File: config.mk
export PLATFORM = sky130hd
export DESIGN_NAME = icu_cmd_port
export DESIGN_NICKNAME = d
export VERILOG_FILES = /design/src/rtl/icu_cmd_pkg.sv /design/src/rtl/icu_cmd_seq.sv /design/src/rtl/icu_cmd_ocw.sv /design/src/rtl/icu_cmd_rd.sv /design/src/rtl/icu_cmd_port.sv
export SDC_FILE = /design/constraint.sdc
export NUM_CORES = 1
export LEC_CHECK = 0
export ABC_AREA = 1
export BUFFER_PORTS_ARGS = -buffer_cell sky130_fd_sc_hd__buf_2
export CORE_MARGIN = 4
export CORE_UTILIZATION = 48
export CTS_CLUSTER_SIZE = 14
export DETAILED_ROUTE_END_ITERATION = 10
export GPL_ROUTABILITY_DRIVEN = 0
export PLACE_DENSITY_LB_ADDON = 0.25
export SETUP_SLACK_MARGIN = 0.15
export SLEW_MARGIN = 20
export SYNTH_ARGS = -nofsm -noshare
export SYNTH_HDL_FRONTEND = slang
export SYNTH_HIERARCHICAL = 1
export SYNTH_SLANG_ARGS = --single-unit
export TNS_END_PERCENT = 10
File: constraint.sdc
create_clock -name clk -period 0.9 [get_ports clk]
set_input_delay 0 -clock clk [delete_from_list [all_inputs] [get_ports clk]]
set_output_delay 0 -clock clk [all_outputs]
set_load 0.005 [all_outputs]
File: src/rtl/icu_cmd_pkg.sv
// Shared definitions for the interrupt controller command port.
// Assumes a byte-wide data path and eight request lines.
package icu_cmd_pkg;

    localparam int unsigned DW_DEF    = 8;
    localparam int unsigned NLINE_DEF = 8;

    // Bit positions that the decoders depend on.
    localparam int unsigned B_SETUP   = 4;
    localparam int unsigned B_MODE    = 3;
    localparam int unsigned B_POLL    = 2;
    localparam int unsigned B_RSEL_EN = 1;
    localparam int unsigned B_RSEL    = 0;
    localparam int unsigned B_SMM_EN  = 6;
    localparam int unsigned B_SMM     = 5;
    localparam int unsigned B_NEED4   = 0;
    localparam int unsigned B_SINGLE  = 1;
    localparam int unsigned B_NEST    = 4;
    localparam int unsigned B_AEOI    = 1;

    // Setup sequencer position.
    typedef enum logic [1:0] {
        SEQ_RUN = 2'd0,
        SEQ_W2  = 2'd1,
        SEQ_W3  = 2'd2,
        SEQ_W4  = 2'd3
    } seq_e;

    // Command codes carried in bits 7:5.
    typedef enum logic [2:0] {
        OP_RAEOI_OFF = 3'd0,
        OP_EOI       = 3'd1,
        OP_NOP       = 3'd2,
        OP_SEOI      = 3'd3,
        OP_RAEOI_ON  = 3'd4,
        OP_REOI      = 3'd5,
        OP_SETPRI    = 3'd6,
        OP_RSEOI     = 3'd7
    } op_e;

endpackage

File: src/rtl/icu_cmd_seq.sv
// Setup-word sequencer and mask / vector / mode holder.
// Opens a setup sequence on an address-0 write with the setup bit, then
// steers address-1 writes into vector base, a skipped word, or mode bits,
// and into the mask once the sequence is closed.
// Assumes single-cycle write strobes.
module icu_cmd_seq
    import icu_cmd_pkg::*;
#(
    parameter int unsigned DW    = DW_DEF,
    parameter int unsigned NLINE = NLINE_DEF
) (
    input  logic          clk,
    input  logic          rst_n,
    input  logic          wr_stb,
    input  logic          addr,
    input  logic [DW-1:0] wdata,
    output logic          setup_w,
    output logic [DW-1:0] mask_q,
    output logic [DW-1:0] vec_q,
    output logic          nest_q,
    output logic          aeoi_q
);
    localparam int unsigned LW = $clog2(NLINE);

    seq_e state_q;
    logic need4_q;
    logic single_q;
    logic hi_w;

    // Decode the setup-opening write and address-1 writes.
    assign setup_w = wr_stb && !addr && wdata[B_SETUP];
    assign hi_w    = wr_stb && addr;

    // Sequencer state, flags and the registers it loads.
    always_ff @(posedge clk) begin
        if (!rst_n) begin
            state_q  <= SEQ_RUN;
            need4_q  <= 1'b0;
            single_q <= 1'b0;
            mask_q   <= '0;
            vec_q    <= '0;
            nest_q   <= 1'b0;
            aeoi_q   <= 1'b0;
        end else if (setup_w) begin
            state_q  <= SEQ_W2;
            need4_q  <= wdata[B_NEED4];
            single_q <= wdata[B_SINGLE];
            mask_q   <= '0;
            vec_q    <= '0;
            nest_q   <= 1'b0;
            aeoi_q   <= 1'b0;
        end else if (hi_w) begin
            case (state_q)
                SEQ_RUN: mask_q <= wdata;
                SEQ_W2: begin
                    vec_q <= {wdata[DW-1:LW], {LW{1'b0}}};
                    if (!single_q)    state_q <= SEQ_W3;
                    else if (need4_q) state_q <= SEQ_W4;
                    else              state_q <= SEQ_RUN;
                end
                SEQ_W3: state_q <= need4_q ? SEQ_W4 : SEQ_RUN;
                SEQ_W4: begin
                    nest_q  <= wdata[B_NEST];
                    aeoi_q  <= wdata[B_AEOI];
                    state_q <= SEQ_RUN;
                end
                default: state_q <= SEQ_RUN;
            endcase
        end
    end

    AST_MASK_HOLD: assert property (@(posedge clk) disable iff (!rst_n)
        (!hi_w && !setup_w) |=> $stable(mask_q));
    AST_VEC_ONLY_W2: assert property (@(posedge clk) disable iff (!rst_n)
        (!setup_w && !(hi_w && state_q == SEQ_W2)) |=> $stable(vec_q));
    AST_SINGLE_SHORT: assert property (@(posedge clk) disable iff (!rst_n)
        (hi_w && state_q == SEQ_W2 && single_q && !need4_q) |=> state_q == SEQ_RUN);
    AST_SETUP_OPEN: assert property (@(posedge clk) disable iff (!rst_n)
        setup_w |=> (state_q == SEQ_W2 && mask_q == '0));

endmodule

File: src/rtl/icu_cmd_ocw.sv
// Run-time command decoder: mode commands, end-of-interrupt and rotation
// commands, and the in-service / rotation effect of a poll acknowledge.
// Assumes the core supplies the highest-priority in-service line and the
// current winner, both valid in the cycle of the strobe.
module icu_cmd_ocw
    import icu_cmd_pkg::*;
#(
    parameter int unsigned DW    = DW_DEF,
    parameter int unsigned NLINE = NLINE_DEF,
    localparam int unsigned LW   = $clog2(NLINE)
) (
    input  logic             clk,
    input  logic             rst_n,
    input  logic             wr_stb,
    input  logic             rd_stb,
    input  logic             addr,
    input  logic [DW-1:0]    wdata,
    input  logic             setup_w,
    input  logic             aeoi,
    input  logic             win_vld,
    input  logic [LW-1:0]    win_line,
    input  logic             top_vld,
    input  logic [LW-1:0]    top_line,
    output logic [NLINE-1:0] isr_q,
    output logic [LW-1:0]    rot_q,
    output logic             poll_q,
    output logic             rsel_q,
    output logic             smm_q
);
    logic             raeoi_q;
    logic             lo_w;
    logic             mode_w;
    logic             cmd_w;
    logic             ack;
    op_e              op;
    logic [LW-1:0]    sel;
    logic [NLINE-1:0] clr;
    logic [NLINE-1:0] set;
    logic [LW-1:0]    rot_n;
    logic             raeoi_n;

    // Split address-0 writes into mode and command forms.
    assign lo_w   = wr_stb && !addr && !wdata[B_SETUP];
    assign mode_w = lo_w && wdata[B_MODE];
    assign cmd_w  = lo_w && !wdata[B_MODE];
    assign op     = op_e'(wdata[DW-1:DW-3]);
    assign sel    = wdata[LW-1:0];
    assign ack    = rd_stb && poll_q && win_vld;

    // Work out in-service clears/sets and the next rotation base.
    always_comb begin
        clr     = '0;
        set     = '0;
        rot_n   = rot_q;
        raeoi_n = raeoi_q;
        if (cmd_w) begin
            case (op)
                OP_RAEOI_OFF: raeoi_n = 1'b0;
                OP_RAEOI_ON:  raeoi_n = 1'b1;
                OP_EOI: begin
                    if (top_vld) clr[top_line] = 1'b1;
                end
                OP_REOI: begin
                    if (top_vld) begin
                        clr[top_line] = 1'b1;
                        rot_n         = top_line + 1'b1;
                    end
                end
                OP_SEOI: clr[sel] = 1'b1;
                OP_SETPRI: rot_n = sel + 1'b1;
                OP_RSEOI: begin
                    clr[sel] = 1'b1;
                    rot_n    = sel + 1'b1;
                end
                default: ;
            endcase
        end
        if (ack) begin
            if (!aeoi)        set[win_line] = 1'b1;
            else if (raeoi_q) rot_n = win_line + 1'b1;
        end
    end

    // In-service vector, rotation base and rotate-on-auto-EOI flag.
    always_ff @(posedge clk) begin
        if (!rst_n || setup_w) begin
            isr_q   <= '0;
            rot_q   <= '0;
            raeoi_q <= 1'b0;
        end else begin
            isr_q   <= (isr_q & ~clr) | set;
            rot_q   <= rot_n;
            raeoi_q <= raeoi_n;
        end
    end

    // Poll arm/disarm, read-select and special-mask flags.
    always_ff @(posedge clk) begin
        if (!rst_n || setup_w) begin
            poll_q <= 1'b0;
            rsel_q <= 1'b0;
            smm_q  <= 1'b0;
        end else begin
            if (mode_w && wdata[B_POLL]) poll_q <= 1'b1;
            else if (rd_stb)             poll_q <= 1'b0;
            if (mode_w && wdata[B_RSEL_EN]) rsel_q <= wdata[B_RSEL];
            if (mode_w && wdata[B_SMM_EN])  smm_q  <= wdata[B_SMM];
        end
    end

    AST_POLL_DROP: assert property (@(posedge clk) disable iff (!rst_n)
        (rd_stb && !wr_stb) |=> !poll_q);
    AST_SETUP_CLEAR: assert property (@(posedge clk) disable iff (!rst_n)
        setup_w |=> (isr_q == '0 && rot_q == '0 && !poll_q));
    AST_EOI_EMPTY: assert property (@(posedge clk) disable iff (!rst_n)
        (cmd_w && (op == OP_EOI || op == OP_REOI) && !top_vld && !rd_stb)
        |=> ($stable(isr_q) && $stable(rot_q)));
    AST_AEOI_KEEP: assert property (@(posedge clk) disable iff (!rst_n)
        (ack && aeoi && !wr_stb) |=> $stable(isr_q));
    AST_MODE_NO_ISR: assert property (@(posedge clk) disable iff (!rst_n)
        (mode_w && !rd_stb) |=> $stable(isr_q));

endmodule

File: src/rtl/icu_cmd_rd.sv
// Registered read mux: poll byte, in-service, pending or mask, plus the
// acknowledge pulse that accompanies a successful poll.
// Assumes the winner inputs are valid in the cycle of the read strobe.
module icu_cmd_rd
#(
    parameter int unsigned DW    = 8,
    parameter int unsigned NLINE = 8,
    localparam int unsigned LW   = $clog2(NLINE)
) (
    input  logic             clk,
    input  logic             rst_n,
    input  logic             rd_stb,
    input  logic             addr,
    input  logic             poll,
    input  logic             rsel,
    input  logic             win_vld,
    input  logic [LW-1:0]    win_line,
    input  logic [NLINE-1:0] isr,
    input  logic [NLINE-1:0] pend,
    input  logic [DW-1:0]    mask,
    output logic [DW-1:0]    rdata_q,
    output logic             ack_q,
    output logic [LW-1:0]    ack_line_q
);
    logic [DW-1:0] mux;

    // Select the byte the current read returns.
    always_comb begin
        if (poll)       mux = win_vld ? {1'b1, {(DW-1-LW){1'b0}}, win_line} : '0;
        else if (addr)  mux = mask;
        else if (rsel)  mux = DW'(isr);
        else            mux = DW'(pend);
    end

    // Capture read data and the poll acknowledge one cycle after the strobe.
    always_ff @(posedge clk) begin
        if (!rst_n) begin
            rdata_q    <= '0;
            ack_q      <= 1'b0;
            ack_line_q <= '0;
        end else begin
            ack_q <= rd_stb && poll && win_vld;
            if (rd_stb) begin
                rdata_q    <= mux;
                ack_line_q <= win_line;
            end
        end
    end

    AST_ACK_BYTE: assert property (@(posedge clk) disable iff (!rst_n)
        ack_q |-> (rdata_q[DW-1] && rdata_q[LW-1:0] == ack_line_q));
    AST_ACK_SINGLE: assert property (@(posedge clk) disable iff (!rst_n)
        ack_q |=> !ack_q || $past(rd_stb));

endmodule

File: src/rtl/icu_cmd_port.sv
// Top of the interrupt controller command port. Ties the setup sequencer,
// the command decoder and the read mux together and exposes the programmed
// state to the controller core. Assumes single-cycle strobes and core
// inputs (pending, winner, top in-service line) valid at the strobe.
module icu_cmd_port
    import icu_cmd_pkg::*;
#(
    parameter int unsigned DW    = DW_DEF,
    parameter int unsigned NLINE = NLINE_DEF,
    localparam int unsigned LW   = $clog2(NLINE)
) (
    input  logic             clk,
    input  logic             rst_n,
    input  logic             wr_stb_i,
    input  logic             rd_stb_i,
    input  logic             addr_i,
    input  logic [DW-1:0]    wdata_i,
    output logic [DW-1:0]    rdata_o,
    input  logic [NLINE-1:0] pend_i,
    input  logic             win_vld_i,
    input  logic [LW-1:0]    win_line_i,
    input  logic             isr_top_vld_i,
    input  logic [LW-1:0]    isr_top_line_i,
    output logic [DW-1:0]    mask_o,
    output logic [DW-1:0]    vec_base_o,
    output logic             nest_mode_o,
    output logic             auto_eoi_o,
    output logic             spec_mask_o,
    output logic [NLINE-1:0] isr_o,
    output logic [LW-1:0]    rot_base_o,
    output logic             ack_stb_o,
    output logic [LW-1:0]    ack_line_o
);
    logic setup_w;
    logic poll;
    logic rsel;

    icu_cmd_seq #(.DW(DW), .NLINE(NLINE)) u_seq (
        .clk     (clk),
        .rst_n   (rst_n),
        .wr_stb  (wr_stb_i),
        .addr    (addr_i),
        .wdata   (wdata_i),
        .setup_w (setup_w),
        .mask_q  (mask_o),
        .vec_q   (vec_base_o),
        .nest_q  (nest_mode_o),
        .aeoi_q  (auto_eoi_o)
    );

    icu_cmd_ocw #(.DW(DW), .NLINE(NLINE)) u_ocw (
        .clk      (clk),
        .rst_n    (rst_n),
        .wr_stb   (wr_stb_i),
        .rd_stb   (rd_stb_i),
        .addr     (addr_i),
        .wdata    (wdata_i),
        .setup_w  (setup_w),
        .aeoi     (auto_eoi_o),
        .win_vld  (win_vld_i),
        .win_line (win_line_i),
        .top_vld  (isr_top_vld_i),
        .top_line (isr_top_line_i),
        .isr_q    (isr_o),
        .rot_q    (rot_base_o),
        .poll_q   (poll),
        .rsel_q   (rsel),
        .smm_q    (spec_mask_o)
    );

    icu_cmd_rd #(.DW(DW), .NLINE(NLINE)) u_rd (
        .clk        (clk),
        .rst_n      (rst_n),
        .rd_stb     (rd_stb_i),
        .addr       (addr_i),
        .poll       (poll),
        .rsel       (rsel),
        .win_vld    (win_vld_i),
        .win_line   (win_line_i),
        .isr        (isr_o),
        .pend       (pend_i),
        .mask       (mask_o),
        .rdata_q    (rdata_o),
        .ack_q      (ack_stb_o),
        .ack_line_q (ack_line_o)
    );

    AST_ISR_CLR_STILL: assert property (@(posedge clk) disable iff (!rst_n)
        (!wr_stb_i && !rd_stb_i) |=> ($stable(isr_o) && $stable(rot_base_o)));
    AST_NO_ACK_IDLE: assert property (@(posedge clk) disable iff (!rst_n)
        !rd_stb_i |=> !ack_stb_o);

endmodule

# [After elaboration in Yosys (flattened, before gate mapping)]
# Index checks and enable logic that the tools add are counted.
[op_classes] n_addsub=3 order_cmp=6 n_eq_ne=9 muxes=29 n_bitwise=4 reduce_logical=36
[op_table] cell="$mux 8" count=8
[op_table] cell="$pmux 8 s2" count=1
[op_table] cell="$mux 3" count=5
[op_table] cell="$logic_and 1x1->1" count=14
[op_table] cell="$eq 3x3->1 const B" count=4
[op_table] cell="$lt 3x4->1 const B" count=3
[op_table] cell="$reduce_and 2->1" count=6
[op_table] cell="$add 3x1->3 const B" count=3
[op_table] cell="$demux 1 s3" count=3
[op_table] cell="$ge 3x1->1 const B" count=3
[op_table] cell="$and 8x8->8" count=1
[op_table] cell="$not 8->8" count=1
[op_table] cell="$or 8x8->8" count=1
[op_table] cell="$reduce_or 2->1" count=4
[op_table] cell="$mux 1" count=7
[op_table] cell="$pmux 2 s3" count=1
[op_table] cell="$pmux 3 s2" count=1
[op_table] cell="$reduce_bool 2->1" count=3
[op_table] cell="$eq 2x2->1 const B" count=2
[op_table] cell="$logic_not 1->1" count=4
[op_table] cell="$mux 2" count=2
[op_table] cell="$reduce_bool 4->1" count=1
[op_table] cell="$eq 3x1->1 const B" count=1
[op_table] cell="$eq 3x2->1 const B" count=1
[op_table] cell="7 further kinds" count=7
[totals] reg_bits=46 output_inout_bits=42 word_cells=104

# [Logic depth before layout (Yosys ltp)]
# Gate-level depths: netlist (run 1).
[logic_depth] depth_word=10 mapped_depth=9 ltp_nobuf=9

# [Cells and area by module]
# Netlist (run 1), hierarchy kept.
[modules_own_cells] module="icu_cmd_ocw" n_inst=1 cells_per_inst=198 area_each_um2=1102.3
[modules_own_cells] module="icu_cmd_seq" n_inst=1 cells_per_inst=133 area_each_um2=972.2
[modules_own_cells] module="icu_cmd_rd" n_inst=1 cells_per_inst=107 area_each_um2=651.9

# [Worst setup path before layout (run 1)]
# OpenSTA, ideal clock, no wires.
[synth_timing] path_type="register to register" start="register u_seq.aeoi_q" end="register u_ocw.rot_q[1]" setup_time_ps=109 arrival_time_ps=899 setup_slack_ps=-108 stages_incl_launch_ff=8 period_less_slack_ps=1008 path_cell_list="dfxtp_1 > nand2_1 > nor2_2 > inv_1 > o21ai_1 > inv_1 > nand2_1 > inv_1"
[synth_between] elab_chain_len=2
[synth_rtl] item="start, declared" line="icu_cmd_seq.sv:21" rtl="output logic aeoi_q"
[synth_rtl] item="start signal, assigned" line="icu_cmd_seq.sv:64" rtl="aeoi_q <= wdata[B_AEOI];"
[synth_rtl] item="$mux 3" line="icu_cmd_ocw.sv:79" rtl="if (!aeoi) set[win_line] = 1'b1;"
[synth_rtl] item="$mux 3" line="icu_cmd_ocw.sv:78" rtl="if (ack) begin"
[synth_rtl] item="end signal, assigned" line="icu_cmd_ocw.sv:92" rtl="rot_q <= rot_n;"
[synth_rtl] item="end, declared" line="icu_cmd_ocw.sv:25" rtl="output logic [LW-1:0] rot_q,"
# Every way passes these cells.
# A chain may end at the register's enable or synchronous reset.

# [Worst setup path after layout (run 1)]
[layout_timing] start="register u_ocw.poll_q" end="register u_ocw.rot_q[1]"
[layout_between] elab_chain_len=3
[layout_rtl] item="start, declared" line="icu_cmd_ocw.sv:26" rtl="output logic poll_q,"
[layout_rtl] item="start signal, assigned" line="icu_cmd_ocw.sv:100" rtl="poll_q <= 1'b0;"
[layout_rtl] item="start signal, assigned" line="icu_cmd_ocw.sv:104" rtl="if (mode_w && wdata[B_POLL]) poll_q <= 1'b1;"
[layout_rtl] item="start signal, assigned" line="icu_cmd_ocw.sv:105" rtl="else if (rd_stb) poll_q <= 1'b0;"
[layout_rtl] item="$logic_and 1x1->1 (2 in a row)" line="icu_cmd_ocw.sv:48" rtl="assign ack = rd_stb && poll_q && win_vld;"
[layout_rtl] item="$mux 3" line="icu_cmd_ocw.sv:78"
# Every way passes these cells.

==> results.sh, run 1 <==
export IMPL_status="complete, but fails checks"
export IMPL_violations="negative setup slack"
export IMPL_setup_viol_count_final=32
export IMPL_grt_max_degree=25
export IMPL_r2r_end="u_ocw/rot_q[1]"
export IMPL_routedWlPerCell_microns=11.8
export IMPL_grt_pass1_wl_mm=12.0
export IMPL_syn_avg_cell_area_sq_um=6.22
export IMPL_ctsLongestPathBuffers=2
export IMPL_synth_edf_count=0
export IMPL_period_share=1.11
export IMPL_synth_area_sq_um=2730
export IMPL_maxCapViolations=0
export IMPL_antennaDiodeCount=0
export IMPL_drt_iter0_drc=138
export IMPL_min_from="win_line_i[0]"
export IMPL_p_per_area_nw_per_um2=1220
export IMPL_via_per_inst=4.84
export IMPL_multi_input_area_sq_um=1530
export IMPL_grt_setup_unrepaired="yes"
export IMPL_max_freq_mhz=998
export IMPL_synth_seq_cells=46
export IMPL_clk_pin_slew_ns=0.08
export IMPL_final_area_sq_um=3500
export IMPL_fp_row_count=27
export IMPL_dpl_cell_count=595
export IMPL_firstDrtPassIters=5
export IMPL_die_height_microns=83.4
export IMPL_ys_seq_area_frac=0.338
export IMPL_synth_most_common_cell="nand2_1"
export IMPL_crit_fanout=4
export IMPL_ios=71
export IMPL_totalWireLength_mm=7.14
export IMPL_ys_flop_type="dfxtp_1"
export IMPL_synthToLayoutAreaGrowth_pct=28.3
export IMPL_die_width_microns=83.4
export IMPL_antenna_found_initial=0
export IMPL_rrSetupSlack_ns=-0.10
export IMPL_track_usage=0.208
export IMPL_total_leakage_power_nw=1.81
export IMPL_drc_errors=0
export IMPL_grt_pass1_vias=2695
export IMPL_die_area_sq_um=6950
export IMPL_clock_sinks=46
export IMPL_layout_area_seq_sq_um=945
export IMPL_overflow=0
export IMPL_r2r_start="u_ocw/poll_q"
export IMPL_hold_viol_final=0
export IMPL_rr_worst_depth=7
export IMPL_root_buffer="clkbuf_8"
export IMPL_synth_top_area_frac=0.338
export IMPL_setup_tns_ns=-1.30
export IMPL_slew_viol_final=0
export IMPL_antenna_left=0
export IMPL_dp_slack_ns=-0.163
export IMPL_clkLatencyLatePin_ns=0.29
export IMPL_htree_levels=2
export IMPL_yosys_top_cells_area="dfxtp_1 (34%), nand2_1 (19%), nor2_1 (10%), nand3_1 (7.2%), inv_1 (6.6%)"
export IMPL_critPathLaunchType="flop"
export IMPL_core_sq_um=5510
export IMPL_hold_path_class="in2reg"
export IMPL_fin_util=0.635
export IMPL_cp_required_ns=1.10
export IMPL_ir_drop_mv=0.710
export IMPL_initial_utilization=0.495
export IMPL_synth_cells=438
export IMPL_placed_area_sq_um=3290
export IMPL_finalClockSkew_ns=0.00389
export IMPL_ys_warn_count=6
export IMPL_critPathArrivalTime_ns=1.20
export IMPL_fin_ws_ns=-0.102
export IMPL_cts_setup_buffers=0
export IMPL_cts_hold_buf=0
export IMPL_startpoint="u_ocw/poll_q"
export IMPL_synthArstFlopShare=0
export IMPL_synth_area_leader_cell="dfxtp_1"
export IMPL_worstSetupPathType="reg2reg"
export IMPL_nFillCells=528
export IMPL_holdPathStages=3
export IMPL_nets=562
export IMPL_endpoint="u_ocw/rot_q[1]"
export IMPL_drive_gt1_frac=0.303
export IMPL_fin_crit_ns=1.00
export IMPL_cts_tree="built"
export IMPL_end_kind="flop"
export IMPL_synth_cell_type_count=28
export IMPL_portBuffers=67
export IMPL_synth_common_cells="nand2_1 (136), nor2_1 (76), inv_1 (48)"
export IMPL_dp_hpwl_mm=5.55
export IMPL_fin_cells=603
export IMPL_cts_made_buffers=5
export IMPL_vias=2919
[power breakdown]
part           total, mW  internal, mW  switching, mW
Combinational      0.856         0.358          0.498
Clock               1.23         0.548          0.682
Sequential          2.17          2.11         0.0602
Total               4.25          3.01           1.24
[sequential cells by signal, indices dropped and copies added (netlist names), 2 cells and up]
signal / count
u_rd/ack_line_q: 3
u_seq/state_q: 2
u_ocw/rot_q: 3
u_seq/mask_q: 8
u_seq/vec_q: 5
u_ocw/isr_q: 8
u_rd/rdata_q: 8
[through the flow]
stage / power, mW / hold WS [ns]
global route: 4.48 / 0.0275
floorplan: 2.71 / 0.117
global placement: 3.02 / 0.318
finish: 4.25 / 0.0140
detailed placement: 3.03 / 0.324
CTS: 4.26 / 0.00983
[cells in the final DEF (no fill, tap or decap), types with 2 or more instances in the layout]
cell type and count:
nor2_4 7, clkinv_2 2, clkbuf_8 5, dfxtp_4 3, nor2_2 7, nand4_1 2
o21ai_0 6, conb_1 3, dfxtp_1 33, buf_2 62, a21oi_1 23, clkinv_1 2
dfxtp_2 10, inv_2 9, a21oi_2 10, nand3_1 38, nor2_1 74, nand3_2 4
nand2_2 3, buf_4 20, inv_1 46, buf_6 11, buf_12 2, nand2_1 135
ha_1 3
[worst max-delay path, cell delays in order (launching register included)]
cell and delay, ns:
dfxtp_4 0.38, nand3_4 0.10, nor2_4 0.12, inv_2 0.07
o21ai_2 0.11, inv_1 0.05, nand2_1 0.06, inv_1 0.04
[routing by layer]
layer  part of all wire  up-vias  GRT usage  wire length (microns)
met1               0.47     1284      0.267                   3320
li1                   -     1532          -                      -
met2               0.45       88      0.339                   3240
met4              0.022        0     0.0788                    156
met3              0.059       15     0.0456                    423
met5                  0        -          0                      0
[layout make-up]
type,instances,area share
Clock buffer,6,0.0208
Multi-Input combinational cell,323,0.436
Tap cell,72,0.0258
Clock inverter,2,0.00394
Sequential cell,46,0.270
Timing Repair Buffer,95,0.179
Inverter,59,0.0644
[how the worst min path moves through the flow]
| stage | endpoint | slack, ns |
|---|---|---|
| floorplan | u_seq/state_q[0] | 0.12 |
| global placement | u_rd/ack_line_q[0] | 0.32 |
| detailed placement | u_rd/ack_line_q[0] | 0.32 |
| CTS | u_rd/ack_line_q[0] | 0.01 |
| global route | u_ocw/raeoi_q | 0.03 |
| finish | u_rd/ack_line_q[0] | 0.01 |
[what timing repair did]
action,in CTS,in global routing
pin swaps,5,4
gates resized for setup,17,19
endpoints found under the setup margin,63,77
[cells by family (layout without fill, tap and decap cells)]
group | Yosys count | in the layout | share of synthesized area
compound gates | 42 | 42 | 0.0877
xor+xnor | 1 | 1 | 0.00321
fa+ha+maj | 3 | 3 | 0.0138
buf+inv | 71 | 162 | 0.129
flops | 46 | 46 | 0.338
other cells | 1 | 3 | 0.00138
simple gates | 274 | 274 | 0.427
Power figures use the tool's default switching activity.
==> run 2, diff against run 1 <==
- CORE_MARGIN: 4 -> 2
- CORE_UTILIZATION: 48 -> 46
- SYNTH_HIERARCHICAL: 1 -> unset
==> run 2 against run 1 <==
  * The flow still finishes with violations (negative setup slack)
  * Critical path depth stayed put
  * Clock skew is 0.0033 ns higher
  * Register-to-register slack hardly changed
  * Final area is 4.9% lower
  * Area after synthesis is 13% lower
  * Core utilization is 2.5 points higher
  * Global-route usage is 3.1 points higher
  * Hold slack worse by 0.0069 ns
  * Total power is 4.3% higher
  * Cell count is 13% lower
  * Critical endpoint is now u_ocw.rot_q[1]
  * Largest cell class unchanged
  * Highest routed layer unchanged
==> results.sh, run 2 <==
export IMPL_die_height_microns=76
export IMPL_dp_hpwl_mm=5.24
export IMPL_track_usage=0.238
export IMPL_max_freq_mhz=992
export IMPL_synth_top_area_frac=0.386
export IMPL_initial_utilization=0.473
export IMPL_grt_setup_unrepaired="yes"
export IMPL_ir_drop_mv=0.894
export IMPL_overflow=0
export IMPL_power_frac_comb=0.161
export IMPL_synth_edf_count=0
export IMPL_drive_gt1_frac=0.356
export IMPL_maxCapViolations=0
export IMPL_p_seq_frac=0.485
export IMPL_core_sq_um=5040
export IMPL_slew_viol_final=0
export IMPL_yosys_top_cells_area="dfxtp_1 (39%), nand2_1 (15%), a21oi_1 (8.8%), nand3_1 (6.7%), inv_1 (5.4%)"
export IMPL_swShare=0.274
export IMPL_ctsLongestPathBuffers=2
export IMPL_syn_avg_cell_area_sq_um=6.77
export IMPL_fin_crit_ns=1.01
export IMPL_fin_ws_ns=-0.108
export IMPL_internal_power_mw=3.22
export IMPL_cp_required_ns=1.10
export IMPL_totalWireLength_mm=6.88
export IMPL_violations="negative setup slack"
export IMPL_drt_iter0_drc=214
export IMPL_synth_cells=352
export IMPL_portBuffers=67
export IMPL_final_cell_mix="nand2_1 (94), buf_2 (65), a21oi_1 (36)"
export IMPL_rr_worst_depth=7
export IMPL_synthArstFlopShare=0
export IMPL_nets=486
export IMPL_setup_viol_count_final=36
export IMPL_ios=71
export IMPL_layout_commonest_cell="nand2_1"
export IMPL_synth_area_leader_cell="dfxtp_1"
export IMPL_worstSetupPathType="reg2reg"
export IMPL_p_sw_mw=1.22
export IMPL_hold_ws_ns=0.00711
export IMPL_clk_pin_slew_ns=0.09
export IMPL_p_per_area_nw_per_um2=1330
export IMPL_fp_row_count=26
export IMPL_dpl_cell_count=515
export IMPL_ys_flop_type="dfxtp_1"
export IMPL_grt_pass1_wl_mm=11.3
export IMPL_setup_tns_ns=-1.56
export IMPL_synthToLayoutAreaGrowth_pct=39.5
export IMPL_holdPathStages=3
export IMPL_clock_sinks=46
export IMPL_antenna_left=0
export IMPL_period_share=1.12
export IMPL_synth_common_cells="nand2_1 (95), dfxtp_1 (46), a21oi_1 (42)"
export IMPL_antenna_found_initial=0
export IMPL_hold_path_class="in2reg"
export IMPL_vias=2650
export IMPL_synth_seq_cells=46
export IMPL_end_kind="flop"
export IMPL_synth_most_common_cell="nand2_1"
export IMPL_finalClockSkew_ns=0.00717
export IMPL_cts_made_buffers=5
export IMPL_clockPowerShare=0.354
export IMPL_grt_max_degree=20
export IMPL_crit_fanout=6
export IMPL_htree_levels=2
export IMPL_critPathLaunchType="flop"
export IMPL_synth_cell_type_count=30
export IMPL_firstDrtPassIters=4
export IMPL_drc_errors=0
export IMPL_ys_seq_area_frac=0.386
export IMPL_layout_area_seq_sq_um=946
export IMPL_total_leakage_power_nw=1.63
export IMPL_routedWlPerCell_microns=13.1
export IMPL_status="complete, but fails checks"
export IMPL_hold_viol_final=0
export IMPL_cts_hold_buf=0
export IMPL_reg_top3="u_ocw.isr_q x8, u_rd.rdata_q x8, u_seq.mask_q x8"
export IMPL_via_per_inst=5.05
export IMPL_cts_tree="built"
export IMPL_grt_pass1_vias=2438
export IMPL_critPathArrivalTime_ns=1.21
export IMPL_die_width_microns=76
export IMPL_ys_warn_count=0
export IMPL_fin_cells=525
export IMPL_nFillCells=471
export IMPL_root_buffer="clkbuf_8"
export IMPL_clkLatencyLatePin_ns=0.29
export IMPL_synth_area_sq_um=2380
export IMPL_antennaDiodeCount=0
export IMPL_multi_input_area_sq_um=1330
export IMPL_die_area_sq_um=5780
==> run 2: cell types whose count changed after synthesis, sizes merged, moves of 2 or more <==
cell	before	now
a21oi	33	42
a22oi	0	2
a31oi	0	2
buf	12	10
inv	56	38
nand2	139	98
nand3	43	36
nand4	2	0
nor2	88	30
o211ai	0	8
o21ai	8	26
==> run 2: through the flow <==
step           utilization  setup WS [ns]  power [mW]  cell area [sq um]
3_5_place_dp         0.608         -0.136        2.86               3070
3_3_place_gp         0.608         -0.102        2.85               3070
6_report             0.660         -0.108        4.44               3330
4_1_cts              0.644         -0.110        4.42               3250
2_1_floorplan            -        -0.0617        2.56               2430
5_1_grt              0.660         -0.178        4.66               3330
==> run 2: final timing paths <==
| path | to | startpoint | slack, ns |
|---|---|---|---|
| worst max-delay path | u_ocw.rot_q[1] | u_ocw.poll_q | -0.11 |
| worst min-delay path | u_ocw.smm_q | wdata_i[6] | 0.007 |
| worst max register to register | u_ocw.rot_q[1] | u_ocw.poll_q | -0.11 |
| worst min register to register | u_ocw.smm_q | u_ocw.smm_q | 0.46 |
==> run 2: layout make-up <==
class                           count  area share
Timing Repair inverter              1     0.00188
Multi-Input combinational cell    255       0.401
Sequential cell                    46       0.284
Tap cell                           70      0.0263
Clock inverter                      3      0.0132
Timing Repair Buffer              103       0.199
Clock buffer                        5      0.0207
Inverter                           42      0.0534
==> run 2: power by group through the flow <==
| stage | combinational, mW | sequential [mW] | clock (mW) |
|---|---|---|---|
| 2_1_floorplan | 0.361 | 2.20 | 0 |
| 3_3_place_gp | 0.655 | 2.20 | 0 |
| 3_5_place_dp | 0.664 | 2.20 | 0 |
| 4_1_cts | 0.681 | 2.15 | 1.59 |
| 5_1_grt | 0.794 | 2.16 | 1.70 |
| 6_report | 0.714 | 2.15 | 1.57 |
==> run 2: critical path: stages, from the launching register on <==
cell and delay [ns]:
dfxtp_4 0.37, nand3_4 0.09, inv_4 0.08, nand3_4 0.09, o21ai_1 0.14, inv_1 0.05, nand2_1 0.06, inv_1 0.03
==> run 2: logic make-up (layout without fill, tap and decap cells) <==
family                     after synthesis  count (layout)  synth area share
and+or+nand+nor                        166             166             0.303
buffers and inverters                   53             154             0.102
AOI/OAI and AO/OA                       82              82             0.188
xor gates and xnor gates                 1               1           0.00367
other                                    1               3           0.00157
DFF                                     46              46             0.386
adders and majority gates                3               3            0.0157
==> run 2: repair_timing <==
| item | CTS | global route |
|---|---|---|
| setup endpoints to repair | 69 | 77 |
| pin swaps | 6 | 10 |
| gates cloned | 0 | 1 |
| setup buffers | 1 | 0 |
| resized for setup | 19 | 25 |
==> run 2: per-layer routing <==
layer / vias to the layer above / global-route usage / share of wire
met4: 0 / 0.0545 / 0.010
met2: 93 / 0.388 / 0.46
met3: 6 / 0.0450 / 0.063
li1: 1358 / - / -
met5: - / 0 / 0
met1: 1193 / 0.331 / 0.47
==> run 3, diff against run 2 <==
- CORE_UTILIZATION: 46 -> 48
- SYNTH_HIERARCHICAL: unset -> 1
==> run 3 against run 2 <==
  * The run still ends with negative setup slack left
  * Highest routed layer unchanged
  * Routed wire length grew 2.2%
  * Clock-buffer cell count grew 2
  * Core utilization shrank 1.7 points
  * Critical path depth is the same
  * Sequential share of layout area shrank 1.6 points
  * Clock skew shrank 0.0014 ns
  * Hold slack gained 0.013 ns
==> results.sh, run 3 (synthesis results as in run 1) <==
export IMPL_track_usage=0.229
export IMPL_drt_iter0_drc=126
export IMPL_dp_hpwl_mm=5.38
export IMPL_critPathArrivalTime_ns=1.22
export IMPL_die_area_sq_um=6300
export IMPL_violations="negative setup slack"
export IMPL_status="complete, but fails checks"
export IMPL_root_buffer="clkbuf_8"
export IMPL_synthToLayoutAreaGrowth_pct=29.9
export IMPL_core_sq_um=5510
export IMPL_routedWlPerCell_microns=11.6
export IMPL_cts_tree="built"
export IMPL_slew_viol_final=0
export IMPL_antenna_found_initial=0
export IMPL_die_height_microns=79.4
export IMPL_nFillCells=509
export IMPL_crit_fanout=4
export IMPL_finalClockSkew_ns=0.00572
export IMPL_end_kind="flop"
export IMPL_fin_ws_ns=-0.122
export IMPL_total_leakage_power_nw=1.81
export IMPL_clk_pin_slew_ns=0.08
export IMPL_overflow=0
export IMPL_cp_required_ns=1.10
export IMPL_grt_setup_unrepaired="yes"
export IMPL_path_common_cell="inv_1"
export IMPL_initial_utilization=0.495
export IMPL_p_per_area_nw_per_um2=1280
export IMPL_rrSetupSlack_ns=-0.12
export IMPL_hold_path_class="in2reg"
export IMPL_critPathMaxStageDelay_ns=0.38
export IMPL_grt_max_degree=25
export IMPL_portBuffers=67
export IMPL_grt_pass1_wl_mm=11.5
export IMPL_hold_viol_final=0
export IMPL_dp_slack_ns=-0.144
export IMPL_htree_levels=2
export IMPL_vias=2914
export IMPL_fin_crit_ns=1.02
export IMPL_cts_made_buffers=5
export IMPL_final_cell_mix="nand2_1 (132), nor2_1 (72), buf_2 (65)"
export IMPL_drive_gt1_frac=0.325
export IMPL_die_width_microns=79.4
export IMPL_layout_commonest_cell="nand2_1"
export IMPL_period_share=1.14
export IMPL_cts_setup_buffers=0
export IMPL_fin_util=0.643
export IMPL_maxCapViolations=0
export IMPL_drc_errors=0
export IMPL_cp_top_family="flip-flops"
export IMPL_antenna_left=0
export IMPL_ios=71
export IMPL_reg_top3="u_ocw/isr_q x8, u_rd/rdata_q x8, u_seq/mask_q x8"
export IMPL_worst_path_max_delay_cell="dfxtp_4"
export IMPL_critPathLaunchType="flop"
export IMPL_power_mw=4.54
export IMPL_grt_pass1_vias=2679
export IMPL_worstSetupPathType="reg2reg"
export IMPL_totalWireLength_mm=7.03
export IMPL_fp_row_count=27
export IMPL_ir_drop_mv=0.604
export IMPL_clkLatencyLatePin_ns=0.29
export IMPL_clock_sinks=46
export IMPL_setup_viol_count_final=26
export IMPL_placed_area_sq_um=3310
export IMPL_via_per_inst=4.82
export IMPL_ctsLongestPathBuffers=2
export IMPL_cts_hold_buf=0
export IMPL_final_area_sq_um=3540
export IMPL_nets=563
export IMPL_max_freq_mhz=979
export IMPL_antennaDiodeCount=0
export IMPL_firstDrtPassIters=4
export IMPL_path_cells="nand3_4 > nor2_4 > inv_2 > o21ai_1 > inv_1 > nand2_1 > inv_1"
export IMPL_worst_path_buf_inv=3
==> run 3: cell types whose count changed in the layout (fill, tap and decap cells not counted), sizes merged, moves of 7 or more <==
cell    delta
inv       +15
o21ai     -18
nand3      +7
a21oi      -9
o211ai     -8
buf        -7
nor2      +58
nand2     +41
==> run 3: report_power, final <==
part | internal, mW | leakage (nW) | total [mW] | switching, mW
logic | 0.365 | 1.38 | 0.875 | 0.510
clock network | 0.831 | 0.0524 | 1.49 | 0.662
registers | 2.10 | 0.382 | 2.17 | 0.0641
total | 3.30 | 1.81 | 4.54 | 1.24
==> run 3: area by class of cell <==
class	count	area, sq um	share of cell area
tap	72	90.1	0.0254
timing repair buffer	96	603	0.170
sequential	46	952	0.269
clock buffer	7	76.3	0.0215
inverter	59	228	0.0643
multi-input combinational	323	1560	0.441
clock inverter	1	30.0	0.00848
==> run 3: metrics by stage <==
step	instances	hold WS (ns)	setup TNS [ns]
floorplan	440	0.117	-0.179
CTS	604	0.0127	-1.14
finish	604	0.0200	-1.44
detailed placement	596	0.322	-1.45
global route	604	0.0289	-3.58
global placement	596	0.320	-0.949
==> run 3: worst paths after layout <==
kind,depth (start not counted),start,to
worst max-delay path,7,u_ocw/poll_q,u_ocw/rot_q[1]
worst min-delay path,3,rst_n,u_rd/ack_line_q[2]
worst max register to register,7,u_ocw/poll_q,u_ocw/rot_q[1]
worst min register to register,2,u_ocw/smm_q,u_ocw/smm_q
==> run 3: layer usage <==
metal / routed length (microns) / vias to the layer above / track usage
met1: 3230 / 1268 / 0.307
met4: 153 / 0 / 0.0776
met2: 3260 / 90 / 0.376
met5: 0 / - / 0
li1: - / 1539 / -
met3: 382 / 17 / 0.0364
==> run 3: worst min-delay path, delay by kind of cell <==
family / cells / cell delay, ns
compound gates: 2 / 0.12
buf+inv: 1 / 0.15
==> run 3: timing repair <==
| action | CTS | global route |
|---|---|---|
| setup endpoints to repair | 64 | 76 |
| pin swaps | 4 | 12 |
| resized for setup | 17 | 27 |
